===== config.mk =====
export PLATFORM = sky130hd
export DESIGN_NAME = pspwm_gen
export DESIGN_NICKNAME = d
export VERILOG_FILES = /design/src/rtl/pspwm_pkg.sv /design/src/rtl/pspwm_regs.sv /design/src/rtl/pspwm_timebase.sv /design/src/rtl/pspwm_shape.sv /design/src/rtl/pspwm_trig.sv /design/src/rtl/pspwm_gen.sv
export SDC_FILE = /design/constraint.sdc
export NUM_CORES = 1
export LEC_CHECK = 0
export CAP_MARGIN = 20
export CORE_MARGIN = 8
export CORE_UTILIZATION = 54
export DETAILED_ROUTE_END_ITERATION = 7
export GPL_ROUTABILITY_DRIVEN = 0
export GPL_TIMING_DRIVEN = 0
export PLACE_DENSITY_LB_ADDON = 0.05
export SLEW_MARGIN = 0
export SYNTH_ARGS = -nofsm -noshare
export SYNTH_HDL_FRONTEND = slang
export SYNTH_SLANG_ARGS = --single-unit

===== constraint.sdc =====
create_clock -name clk -period 4.81 [get_ports clk]
set_clock_uncertainty 0.05 [all_clocks]
set_input_delay 0.962 -clock clk [delete_from_list [all_inputs] [get_ports clk]]
set_output_delay 0.962 -clock clk [all_outputs]
set_load 0.005 [all_outputs]

===== src/rtl/pspwm_pkg.sv =====
`timescale 1ns/1ps
package pspwm_pkg;

   typedef enum logic [2:0] {
      SEL_PERIOD  = 3'd0,
      SEL_DUTY    = 3'd1,
      SEL_DT_RISE = 3'd2,
      SEL_DT_FALL = 3'd3,
      SEL_TRIG    = 3'd4,
      SEL_CTRL    = 3'd5
   } reg_sel_e;

   typedef struct packed {
      logic       lim_restart;
      logic       imm_load;
      logic [1:0] dt_code;
   } ctrl_t;

   localparam int         CTRL_W         = $bits(ctrl_t);
   localparam logic [1:0] DT_CODE_BYPASS = 2'b10;

endpackage


===== src/rtl/pspwm_regs.sv =====
`timescale 1ns/1ps
module pspwm_regs
   import pspwm_pkg::*;
#(
   parameter int CW      = 16,
   parameter int PER_RST = 100
) (
   input  logic          clk,
   input  logic          rst_n,
   input  logic          run,
   input  logic          wr_en,
   input  logic [2:0]    wr_addr,
   input  logic [CW-1:0] wr_data,
   input  logic          cycle_end,
   output logic [CW-1:0] period_o,
   output logic [CW-1:0] duty_o,
   output logic [CW-1:0] dtr_o,
   output logic [CW-1:0] dtf_o,
   output logic [CW-1:0] trig_o,
   output ctrl_t         ctrl_o
);

   localparam logic [CW-1:0] PER_RST_V = CW'(PER_RST);

   reg_sel_e      sel;
   logic          hit_per, hit_duty, hit_dtr, hit_dtf, hit_trig, hit_ctrl;
   logic          cfg_open;
   logic [CW-1:0] duty_stage;
   logic [CW-1:0] duty_stage_nxt;

   assign sel      = reg_sel_e'(wr_addr);
   assign hit_per  = wr_en && (sel == SEL_PERIOD);
   assign hit_duty = wr_en && (sel == SEL_DUTY);
   assign hit_dtr  = wr_en && (sel == SEL_DT_RISE);
   assign hit_dtf  = wr_en && (sel == SEL_DT_FALL);
   assign hit_trig = wr_en && (sel == SEL_TRIG);
   assign hit_ctrl = wr_en && (sel == SEL_CTRL);

   // dead times and control are frozen while the stage switches
   assign cfg_open = !run;

   assign duty_stage_nxt = hit_duty ? wr_data : duty_stage;

   always_ff @(posedge clk or negedge rst_n) begin
      if (!rst_n) begin
         period_o   <= PER_RST_V;
         trig_o     <= '1;
         duty_stage <= '0;
      end else begin
         if (hit_per)  period_o   <= wr_data;
         if (hit_trig) trig_o     <= wr_data;
         if (hit_duty) duty_stage <= wr_data;
      end
   end

   always_ff @(posedge clk or negedge rst_n) begin
      if (!rst_n) begin
         dtr_o  <= '0;
         dtf_o  <= '0;
         ctrl_o <= '0;
      end else if (cfg_open) begin
         if (hit_dtr)  dtr_o  <= wr_data;
         if (hit_dtf)  dtf_o  <= wr_data;
         if (hit_ctrl) ctrl_o <= ctrl_t'(wr_data[CTRL_W-1:0]);
      end
   end

   // active duty: period-boundary transfer or immediate load
   always_ff @(posedge clk or negedge rst_n) begin
      if (!rst_n) begin
         duty_o <= '0;
      end else if (!run || cycle_end) begin
         duty_o <= duty_stage_nxt;
      end else if (hit_duty && ctrl_o.imm_load) begin
         duty_o <= wr_data;
      end
   end

endmodule


===== src/rtl/pspwm_timebase.sv =====
`timescale 1ns/1ps
module pspwm_timebase #(
   parameter int CW = 16
) (
   input  logic          clk,
   input  logic          rst_n,
   input  logic          run,
   input  logic          cur_lim,
   input  logic          lim_restart,
   input  logic [CW-1:0] period,
   input  logic [CW-1:0] duty_eff,
   output logic [CW-1:0] cnt,
   output logic          cycle_end
);

   logic [CW:0] cnt_inc;
   logic        wrap;
   logic        off_phase;
   logic        lim_hit;

   assign cnt_inc   = {1'b0, cnt} + (CW+1)'(1);
   assign wrap      = cnt_inc >= {1'b0, period};
   assign off_phase = cnt >= duty_eff;
   assign lim_hit   = lim_restart && cur_lim && off_phase;
   assign cycle_end = run && (wrap || lim_hit);

   always_ff @(posedge clk or negedge rst_n) begin
      if (!rst_n)                 cnt <= '0;
      else if (!run || cycle_end) cnt <= '0;
      else                        cnt <= cnt_inc[CW-1:0];
   end

endmodule


===== src/rtl/pspwm_shape.sv =====
`timescale 1ns/1ps
module pspwm_shape
   import pspwm_pkg::*;
#(
   parameter int CW       = 16,
   parameter int DT_MIN   = 16,
   parameter int DUTY_MIN = 16
) (
   input  logic          clk,
   input  logic          rst_n,
   input  logic          run,
   input  logic [CW-1:0] cnt,
   input  logic [CW-1:0] duty,
   input  logic [CW-1:0] dtr,
   input  logic [CW-1:0] dtf,
   input  logic [1:0]    dt_code,
   output logic [CW-1:0] duty_eff,
   output logic [CW-1:0] dtr_eff,
   output logic [CW-1:0] dtf_eff,
   output logic          hi_q,
   output logic          lo_q
);

   localparam int            N_DT       = 2;
   localparam logic [CW-1:0] DT_MIN_V   = CW'(DT_MIN);
   localparam logic [CW-1:0] DUTY_MIN_V = CW'(DUTY_MIN);

   logic                   dt_active;
   logic [N_DT-1:0][CW-1:0] dt_raw;
   logic [N_DT-1:0][CW-1:0] dt_eff;
   logic [CW:0]            lo_start;
   logic                   hi_n, lo_n;

   assign dt_active = (dt_code != DT_CODE_BYPASS);
   assign dt_raw[0] = dtr;
   assign dt_raw[1] = dtf;

   // each edge gets its own floor so short nonzero gaps never starve a side
   for (genvar g = 0; g < N_DT; g++) begin : g_dt
      assign dt_eff[g] = (!dt_active || dt_raw[g] == '0) ? '0 :
                         (dt_raw[g] < DT_MIN_V)          ? DT_MIN_V :
                                                           dt_raw[g];
   end

   assign dtr_eff  = dt_eff[0];
   assign dtf_eff  = dt_eff[1];
   assign duty_eff = (duty <= DUTY_MIN_V) ? '0 : duty;
   assign lo_start = {1'b0, duty_eff} + {1'b0, dtf_eff};

   assign hi_n = run && (cnt >= dtr_eff) && (cnt < duty_eff);
   assign lo_n = run && ((duty_eff == '0) || ({1'b0, cnt} >= lo_start));

   always_ff @(posedge clk or negedge rst_n) begin
      if (!rst_n) begin
         hi_q <= 1'b0;
         lo_q <= 1'b0;
      end else begin
         hi_q <= hi_n;
         lo_q <= lo_n;
      end
   end

endmodule


===== src/rtl/pspwm_trig.sv =====
`timescale 1ns/1ps
module pspwm_trig #(
   parameter int CW = 16
) (
   input  logic          clk,
   input  logic          rst_n,
   input  logic          run,
   input  logic [CW-1:0] cnt,
   input  logic [CW-1:0] cmp,
   output logic          trig_q
);

   always_ff @(posedge clk or negedge rst_n) begin
      if (!rst_n) trig_q <= 1'b0;
      else        trig_q <= run && (cnt == cmp);
   end

endmodule


===== src/rtl/pspwm_gen.sv =====
`timescale 1ns/1ps
module pspwm_gen
   import pspwm_pkg::*;
#(
   parameter int CW       = 16,
   parameter int PER_RST  = 100,
   parameter int DT_MIN   = 16,
   parameter int DUTY_MIN = 16
) (
   input  logic          clk,
   input  logic          rst_n,
   input  logic          run,
   input  logic          wr_en,
   input  logic [2:0]    wr_addr,
   input  logic [CW-1:0] wr_data,
   input  logic          cur_lim,
   output logic          pwm_hi,
   output logic          pwm_lo,
   output logic          adc_trig
);

   if (CW < CTRL_W || CW > 32) begin : g_bad_cw
      $error("pspwm_gen: CW out of range");
   end
   if (DT_MIN < 1 || DT_MIN >= (1 << CW)) begin : g_bad_dt
      $error("pspwm_gen: DT_MIN out of range");
   end
   if (DUTY_MIN < 0 || DUTY_MIN >= (1 << CW)) begin : g_bad_duty
      $error("pspwm_gen: DUTY_MIN out of range");
   end

   logic [CW-1:0] per_w, duty_w, dtr_w, dtf_w, trig_w;
   logic [CW-1:0] cnt_w, duty_eff_w, dtr_eff_w, dtf_eff_w;
   ctrl_t         ctrl_w;
   logic          cycle_end_w;

   pspwm_regs #(.CW(CW), .PER_RST(PER_RST)) u_regs (
      .clk      (clk),
      .rst_n    (rst_n),
      .run      (run),
      .wr_en    (wr_en),
      .wr_addr  (wr_addr),
      .wr_data  (wr_data),
      .cycle_end(cycle_end_w),
      .period_o (per_w),
      .duty_o   (duty_w),
      .dtr_o    (dtr_w),
      .dtf_o    (dtf_w),
      .trig_o   (trig_w),
      .ctrl_o   (ctrl_w)
   );

   pspwm_timebase #(.CW(CW)) u_tb (
      .clk        (clk),
      .rst_n      (rst_n),
      .run        (run),
      .cur_lim    (cur_lim),
      .lim_restart(ctrl_w.lim_restart),
      .period     (per_w),
      .duty_eff   (duty_eff_w),
      .cnt        (cnt_w),
      .cycle_end  (cycle_end_w)
   );

   pspwm_shape #(.CW(CW), .DT_MIN(DT_MIN), .DUTY_MIN(DUTY_MIN)) u_shape (
      .clk     (clk),
      .rst_n   (rst_n),
      .run     (run),
      .cnt     (cnt_w),
      .duty    (duty_w),
      .dtr     (dtr_w),
      .dtf     (dtf_w),
      .dt_code (ctrl_w.dt_code),
      .duty_eff(duty_eff_w),
      .dtr_eff (dtr_eff_w),
      .dtf_eff (dtf_eff_w),
      .hi_q    (pwm_hi),
      .lo_q    (pwm_lo)
   );

   pspwm_trig #(.CW(CW)) u_trig (
      .clk   (clk),
      .rst_n (rst_n),
      .run   (run),
      .cnt   (cnt_w),
      .cmp   (trig_w),
      .trig_q(adc_trig)
   );

endmodule


Yosys cells after proc, flatten, opt, wreduce, memory -nomap -nowiden

Index checks and enable logic that the tools add are counted.

Equal/unequal tests: 7
Magnitude comparators: 8
Reduce and logical (&&, ||, !) cells: 29
Muxes and demuxes: 9
$add $sub $neg: 2
Bitwise logic cells: 1
Shift-type cells: 0
Div/mod/pow operators: 0
Multiply operators: 0

Operators with widths:

| operator                                                                          | number |
|---|---|
| 16-bit 2-to-1 mux                                                                 | 9 |
| 16-bit zero test                                                                  | 3 |
| 16-bit greater-or-equal comparator                                                | 2 |
| 16-bit by 5-bit less-than comparator with 1-bit output, second input constant     | 2 |
| 16-bit by 1-bit adder with 17-bit output, second input constant                   | 1 |
| 16-bit by 16-bit adder with 17-bit output                                         | 1 |
| 16-bit by 17-bit greater-or-equal comparator with 1-bit output                    | 1 |
| 17-bit by 16-bit greater-or-equal comparator with 1-bit output                    | 1 |
| 16-bit equality test                                                              | 1 |
| 16-bit by 5-bit less-or-equal comparator with 1-bit output, second input constant | 1 |
| 16-bit less-than comparator                                                       | 1 |
| 1-bit logical AND                                                                 | 14 |
| 3-bit by 2-bit equality test with 1-bit output, second input constant             | 2 |
| 3-bit equality test, second input constant                                        | 2 |
| 2-bit AND reduction                                                               | 3 |
| 1-bit logical OR                                                                  | 5 |
| 3-bit by 1-bit equality test with 1-bit output, second input constant             | 1 |
| 3-bit zero test                                                                   | 1 |
| 1-bit zero test                                                                   | 2 |
| 2-bit != test, second input constant                                              | 1 |
| 2-bit nonzero test                                                                | 1 |
| 1-bit NOT                                                                         | 1 |

Logic and storage cells: 69
Input bits: 24
Memories kept: 0
Output and inout port bits: 3
Bits in latches: 0
RAM bits: 0
Bits in registers: 119
Memory bits (read-only): 0

Logic depth before layout (Yosys ltp)

Depth after elaboration: 8
Gate-level depth with buffers: 19
Gate-level depth less buffers: 18

Hierarchy

From an unflattened synthesis, not the netlist that was laid out.

Cells, all modules: 827
Area, all modules: 8274.2 µm²

By module, submodules not included:

| module         | cells an instance | seq. area each (µm²) | instances | area an instance (µm²) |
|---|---|---|---|---|
| pspwm_regs     | 293               | 2526.2               | 1         | 4081.4 |
| pspwm_shape    | 325               | 50.0                 | 1         | 2361.0 |
| pspwm_timebase | 186               | 400.4                | 1         | 1625.3 |
| pspwm_trig     | 23                | 25.0                 | 1         | 206.4 |

Worst setup path after synthesis

No wires, ideal clock.

Path type: register to register
From: register u_regs.duty_o[0]
To: register u_shape.lo_q
Cell stages (with the launch flop): 17
Buffers on the path: 0
Clock period less this slack: 4.016 ns
Path slack: 0.794 ns
Arrival: 3.844 ns
Cell sequence: dfrtp_1 o41ai_1 nand4_1 and2_1 ha_1 fa_1 a211o_1 o211ai_1 a21oi_1 a221oi_1 xor2_1 ha_1 a211oi_1 o21ai_0 o211ai_1 o311ai_0 a32o_1

Cells in the longest elaborated chain, start to end: 6
Elaborated cells on any way between the ends: 7
Classes of those cells: 1 x add/sub; 2 x order compare; 1 x mux; 3 x reduce/logical

RTL lines:

| element                                                        | RTL line          | RTL |
|---|---|---|
| from (decl)                                                    | pspwm_regs.sv:16  | `output logic [CW-1:0] duty_o,` |
| from (signal assigned)                                         | pspwm_regs.sv:73  | `duty_o <= duty_stage_nxt;` |
| from (signal assigned)                                         | pspwm_regs.sv:75  | `duty_o <= wr_data;` |
| 16-bit by 5-bit less-or-equal comparator with 1-bit output     | pspwm_shape.sv:47 | `assign duty_eff = (duty <= DUTY_MIN_V) ? '0 : duty;` |
| 16-bit 2-to-1 mux (*)                                          | pspwm_shape.sv:47 |  |
| 16-bit by 16-bit adder with 17-bit output                      | pspwm_shape.sv:48 | `assign lo_start = {1'b0, duty_eff} + {1'b0, dtf_eff};` |
| 16-bit by 17-bit greater-or-equal comparator with 1-bit output | pspwm_shape.sv:51 | `assign lo_n = run && ((duty_eff == '0) \|\| ({1'b0, cnt} >= lo_start));` |
| 1-bit logical OR (*)                                           | pspwm_shape.sv:51 |  |
| 1-bit logical AND (*)                                          | pspwm_shape.sv:51 |  |
| via u_shape.lo_n                                               | pspwm_shape.sv:32 | `logic hi_n, lo_n;` |
| to (signal assigned)                                           | pspwm_shape.sv:59 | `lo_q <= lo_n;` |
| to (decl)                                                      | pspwm_shape.sv:21 | `output logic lo_q` |

The timed path passes the listed nets; every way through them passes the cells marked *.
A chain may end at the register's enable or synchronous reset.

Final worst setup path

Same ends and word-level chain as after synthesis.

==> flow_metrics.py <==
metrics = {
    "critical_path": {
        "timing.critical_path.to": "u_shape.lo_q",
        "reg2reg_depth": 17,
        "cp_data_arrival_time_ps": 4870,
        "ff2ff_setup_slack_ps": 190,
        "setup.worst_path.end_class": "flip-flop",
        "critical_path.reg2reg.endpoint": "u_shape.lo_q",
        "cp-start-kind": "flip-flop",
        "critical_path_class": "flip-flop to flip-flop",
        "required_time_of_the_critical_path_ps": 5060,
        "critical_path_peak_fanout": 3,
        "crit_start": "u_regs.duty_o[0]",
        "rr_startpoint": "u_regs.duty_o[0]",
    },
    "clock_tree": {
        "worst_skew_pair.late_latency_ps": 420,
        "worst_setup_hold_path_clk_slew_ps": 60,
        "cts.hold.buffers_added": 0,
        "cts_inserted_buffers": 17,
        "tritoncts_clock_tree": "built",
        "cts-root-to-sink-buffers": 2,
        "cts_max_level": 4,
        "cts-root-buf": "sky130_fd_sc_hd__clkbuf_16",
        "cts_sinks": 119,
    },
    "timing": {
        "hold_viol": 0,
        "finalCritPeriodShare_pct": 96.01,
        "drv_slew": 0,
        "final_period_minus_worst_setup_slack_ps": 4618,
        "clock.fmax_mhz": 216.5,
        "final-setup-viol-count": 0,
        "setup_repair_after_global_routing_missed_its_margin": "false",
        "slew_headroom_pct": 44.48,
        "worst_slew_pin_slew_ps": 826.0,
        "hold_ws_ps": 349.0,
    },
    "cells_and_area": {
        "antenna-diode-count": 0,
        "most_common_cell_after_layout_fill_and_taps_aside": "sky130_fd_sc_hd__dfrtp_1",
        "post_route_cells_drive_above_1_share_pct": 20.74,
        "finalInstanceArea_um2": 8806,
        "nets": 874,
        "most_frequent_cells_in_the_layout": "100 x sky130_fd_sc_hd__dfrtp_1, 81 x sky130_fd_sc_hd__ha_1, 76 x sky130_fd_sc_hd__mux2_2",
        "flow.area_growth_from_synthesis_pct": 16.64,
    },
    "yosys": {
        "synthesis.area_um2": 7550,
        "count_of_flip_flops_with_a_built_in_enable_after_synthesis": 0,
        "synth_ff_type": "sky130_fd_sc_hd__dfrtp_1",
        "netlist.top_cell.by_area": "sky130_fd_sc_hd__dfrtp_1",
        "synth_fp_nets": 828,
        "synth_sequential_area_ratio_pct": 39.76,
        "yosys_warnings": 0,
        "synth_seq_cells": 119,
        "synth.top_cell.area_share_pct": 33.15,
        "synth.top_cells.by_area": "sky130_fd_sc_hd__dfrtp_1 33%, sky130_fd_sc_hd__ha_1 13%, sky130_fd_sc_hd__mux2_2 11%",
        "synth_cells": 722,
        "post_synth.cell_area_avg_um2": 10.46,
        "ys_types": 58,
        "async_flop_share_pct": 100.0,
    },
    "global_route": {
        "grt.total_usage_pct": 22.14,
        "grt_antenna_before_repair": 0,
        "number_of_global_route_vias_before_repair": 5675,
        "grt_first_pass_wirelength_um": 30680,
        "grt_max_degree": 96,
        "grt.overflow.total": 0,
    },
    "min_path": {
        "hold_class": "input port to asynchronous set/reset pin",
    },
    "floorplan": {
        "initial_core_util_pct": 54.81,
        "dieHeight_um": 134.2,
        "io_pins": 27,
        "coreArea_um2": 13770,
        "fp-row-count": 43,
        "die_area_um2": 18020,
        "die-width_um": 134.2,
    },
    "routing": {
        "drt_pass1_iterations": 4,
        "num_vias": 5603,
        "vias_per_cell": 5.830,
        "wl_um": 19090,
        "routedWlPerCell_um": 19.87,
        "drt_iter0_drc": 440,
        "detailed_route_drc_error_count": 0,
        "drt.antenna.violating_nets": 0,
    },
    "placed_design": {
        "dp_hpwl_um": 14380,
        "portBuffers": 24,
        "placed_cell_area_um2": 8044,
    },
    "run_status": {
        "run_status": "finished, final reports clean",
    },
    "power_and_ir_drop": {
        "max-vdd-ir-drop_v": 0.0003000,
        "cellLeakagePower_nw": 4.076,
        "power_w": 0.004898,
        "pwr_density_cell_nw_per_um2": 556.2,
    },
    "run": {
        "drv_cap": 0,
    },
}
registers in the layout, indices dropped and copies added, names as in the netlist:
register	count
u_shape.lo_q	1
u_shape.hi_q	1
u_tb.cnt	16
u_regs.dtr_o	16
u_regs.ctrl_o	4
u_regs.trig_o	16
u_regs.duty_o	16
u_regs.duty_stage	16
u_regs.dtf_o	16
u_trig.trig_q	1
u_regs.period_o	16
power by group:
part           switching [W]  internal, W  leakage (nW)
logic                0.00101     0.000885          2.29
registers           0.000221      0.00127          1.44
clock network       0.000467      0.00105         0.339
total                0.00170      0.00320          4.08
worst min-delay path by stage:
stage | depth (start not counted) | slack (ps) | startpoint | endpoint
after floorplan | 1 | 420 | u_regs.duty_stage[11] | u_regs.duty_stage[11]
after global placement | 1 | 430 | u_regs.duty_stage[0] | u_regs.duty_stage[0]
after detailed placement | 1 | 440 | u_regs.duty_stage[9] | u_regs.duty_stage[9]
after CTS | 1 | 340 | rst_n | u_tb.cnt[9]
after global routing | 1 | 350 | rst_n | u_regs.period_o[11]
final | 1 | 350 | rst_n | u_regs.period_o[9]
layout make-up:
cell class / count / area, um^2
inverters: 43 / 161.4
flip-flops and latches: 119 / 3002
multi-input cells: 531 / 4298
fillers: 1166 / 4967
well taps: 180 / 225.2
repair buffers: 27 / 284.0
clock inverters: 13 / 249.0
plain buffers: 29 / 133.9
clock buffers: 19 / 452.9
what timing repair did:
item	CTS	global route
resized for setup	1	9
pin swaps	1	1
buffers inserted	2	0
cloned	0	0
endpoints found under the setup margin	1	1
Yosys cell counts, types with 2 or more instances:
library cell	number
sky130_fd_sc_hd__xor2_1	18
sky130_fd_sc_hd__and2_1	36
sky130_fd_sc_hd__a221oi_1	2
sky130_fd_sc_hd__and3_1	7
sky130_fd_sc_hd__mux2_2	76
sky130_fd_sc_hd__dfstp_2	19
sky130_fd_sc_hd__o21a_1	3
sky130_fd_sc_hd__nor2_1	32
sky130_fd_sc_hd__nand2_1	52
sky130_fd_sc_hd__nand2b_1	4
sky130_fd_sc_hd__inv_1	43
sky130_fd_sc_hd__xnor2_1	24
sky130_fd_sc_hd__mux2_1	4
sky130_fd_sc_hd__nand4_1	18
sky130_fd_sc_hd__a211oi_1	8
sky130_fd_sc_hd__mux2_4	10
sky130_fd_sc_hd__nor4_1	14
sky130_fd_sc_hd__ha_1	81
sky130_fd_sc_hd__buf_2	3
sky130_fd_sc_hd__dfrtp_1	100
sky130_fd_sc_hd__a21o_1	9
sky130_fd_sc_hd__o21ai_0	31
sky130_fd_sc_hd__nand3_1	13
sky130_fd_sc_hd__or2_2	3
sky130_fd_sc_hd__clkbuf_1	23
sky130_fd_sc_hd__a31oi_1	2
sky130_fd_sc_hd__o2111ai_1	2
sky130_fd_sc_hd__o22ai_1	3
sky130_fd_sc_hd__o311ai_0	2
sky130_fd_sc_hd__a211o_1	2
sky130_fd_sc_hd__o21bai_1	3
sky130_fd_sc_hd__nor2b_1	3
sky130_fd_sc_hd__a21oi_1	37
sky130_fd_sc_hd__o41ai_1	2
sky130_fd_sc_hd__o211ai_1	4
sky130_fd_sc_hd__nor3_1	7
worst max-delay path, cell delays in order (launching register included):
cell                       delay (ps)
sky130_fd_sc_hd__dfrtp_1          450
sky130_fd_sc_hd__o41ai_4          450
sky130_fd_sc_hd__nand4_1          140
sky130_fd_sc_hd__buf_4            190
sky130_fd_sc_hd__and2_1           180
sky130_fd_sc_hd__ha_1             250
sky130_fd_sc_hd__fa_1             440
sky130_fd_sc_hd__a211o_1          280
sky130_fd_sc_hd__o211ai_1         130
sky130_fd_sc_hd__a21oi_1          190
sky130_fd_sc_hd__a221oi_2         400
sky130_fd_sc_hd__xor2_1           220
sky130_fd_sc_hd__ha_1             270
sky130_fd_sc_hd__a211oi_1         220
sky130_fd_sc_hd__o21ai_0          130
sky130_fd_sc_hd__o211ai_1         110
sky130_fd_sc_hd__o311ai_1         120
sky130_fd_sc_hd__a32o_1           280
metal layers:
layer	global-route usage [%]	wire, um	vias up	part of all wire [%]
met5	0	0	-	0
met4	9.295	507	0	2.7
met3	4.338	902	31	4.7
met2	34.40	8780	138	46
met1	29.52	8900	2758	47
li1	-	-	2676	-
stage by stage:
stage	cells	util [%]	worst slack, ps	setup TNS, ps
floorplan	722	-	794.3	0
global placement	926	58.19	-1773	-182480
detailed placement	927	58.40	-285.7	-285.7
CTS	961	63.66	120.0	0
global route	961	63.94	11.01	0
finish	961	63.94	191.9	0
cell families after synthesis:
logic type,Yosys count,synth area share (%)
fa+ha+maj,82,13.69
xor+xnor,42,4.872
mux,90,13.92
simple gates,197,13.57
compound gates,120,10.29
flops,119,39.76
buf+inv,72,3.894
Note: power is estimated with default switching activity, not from simulation.
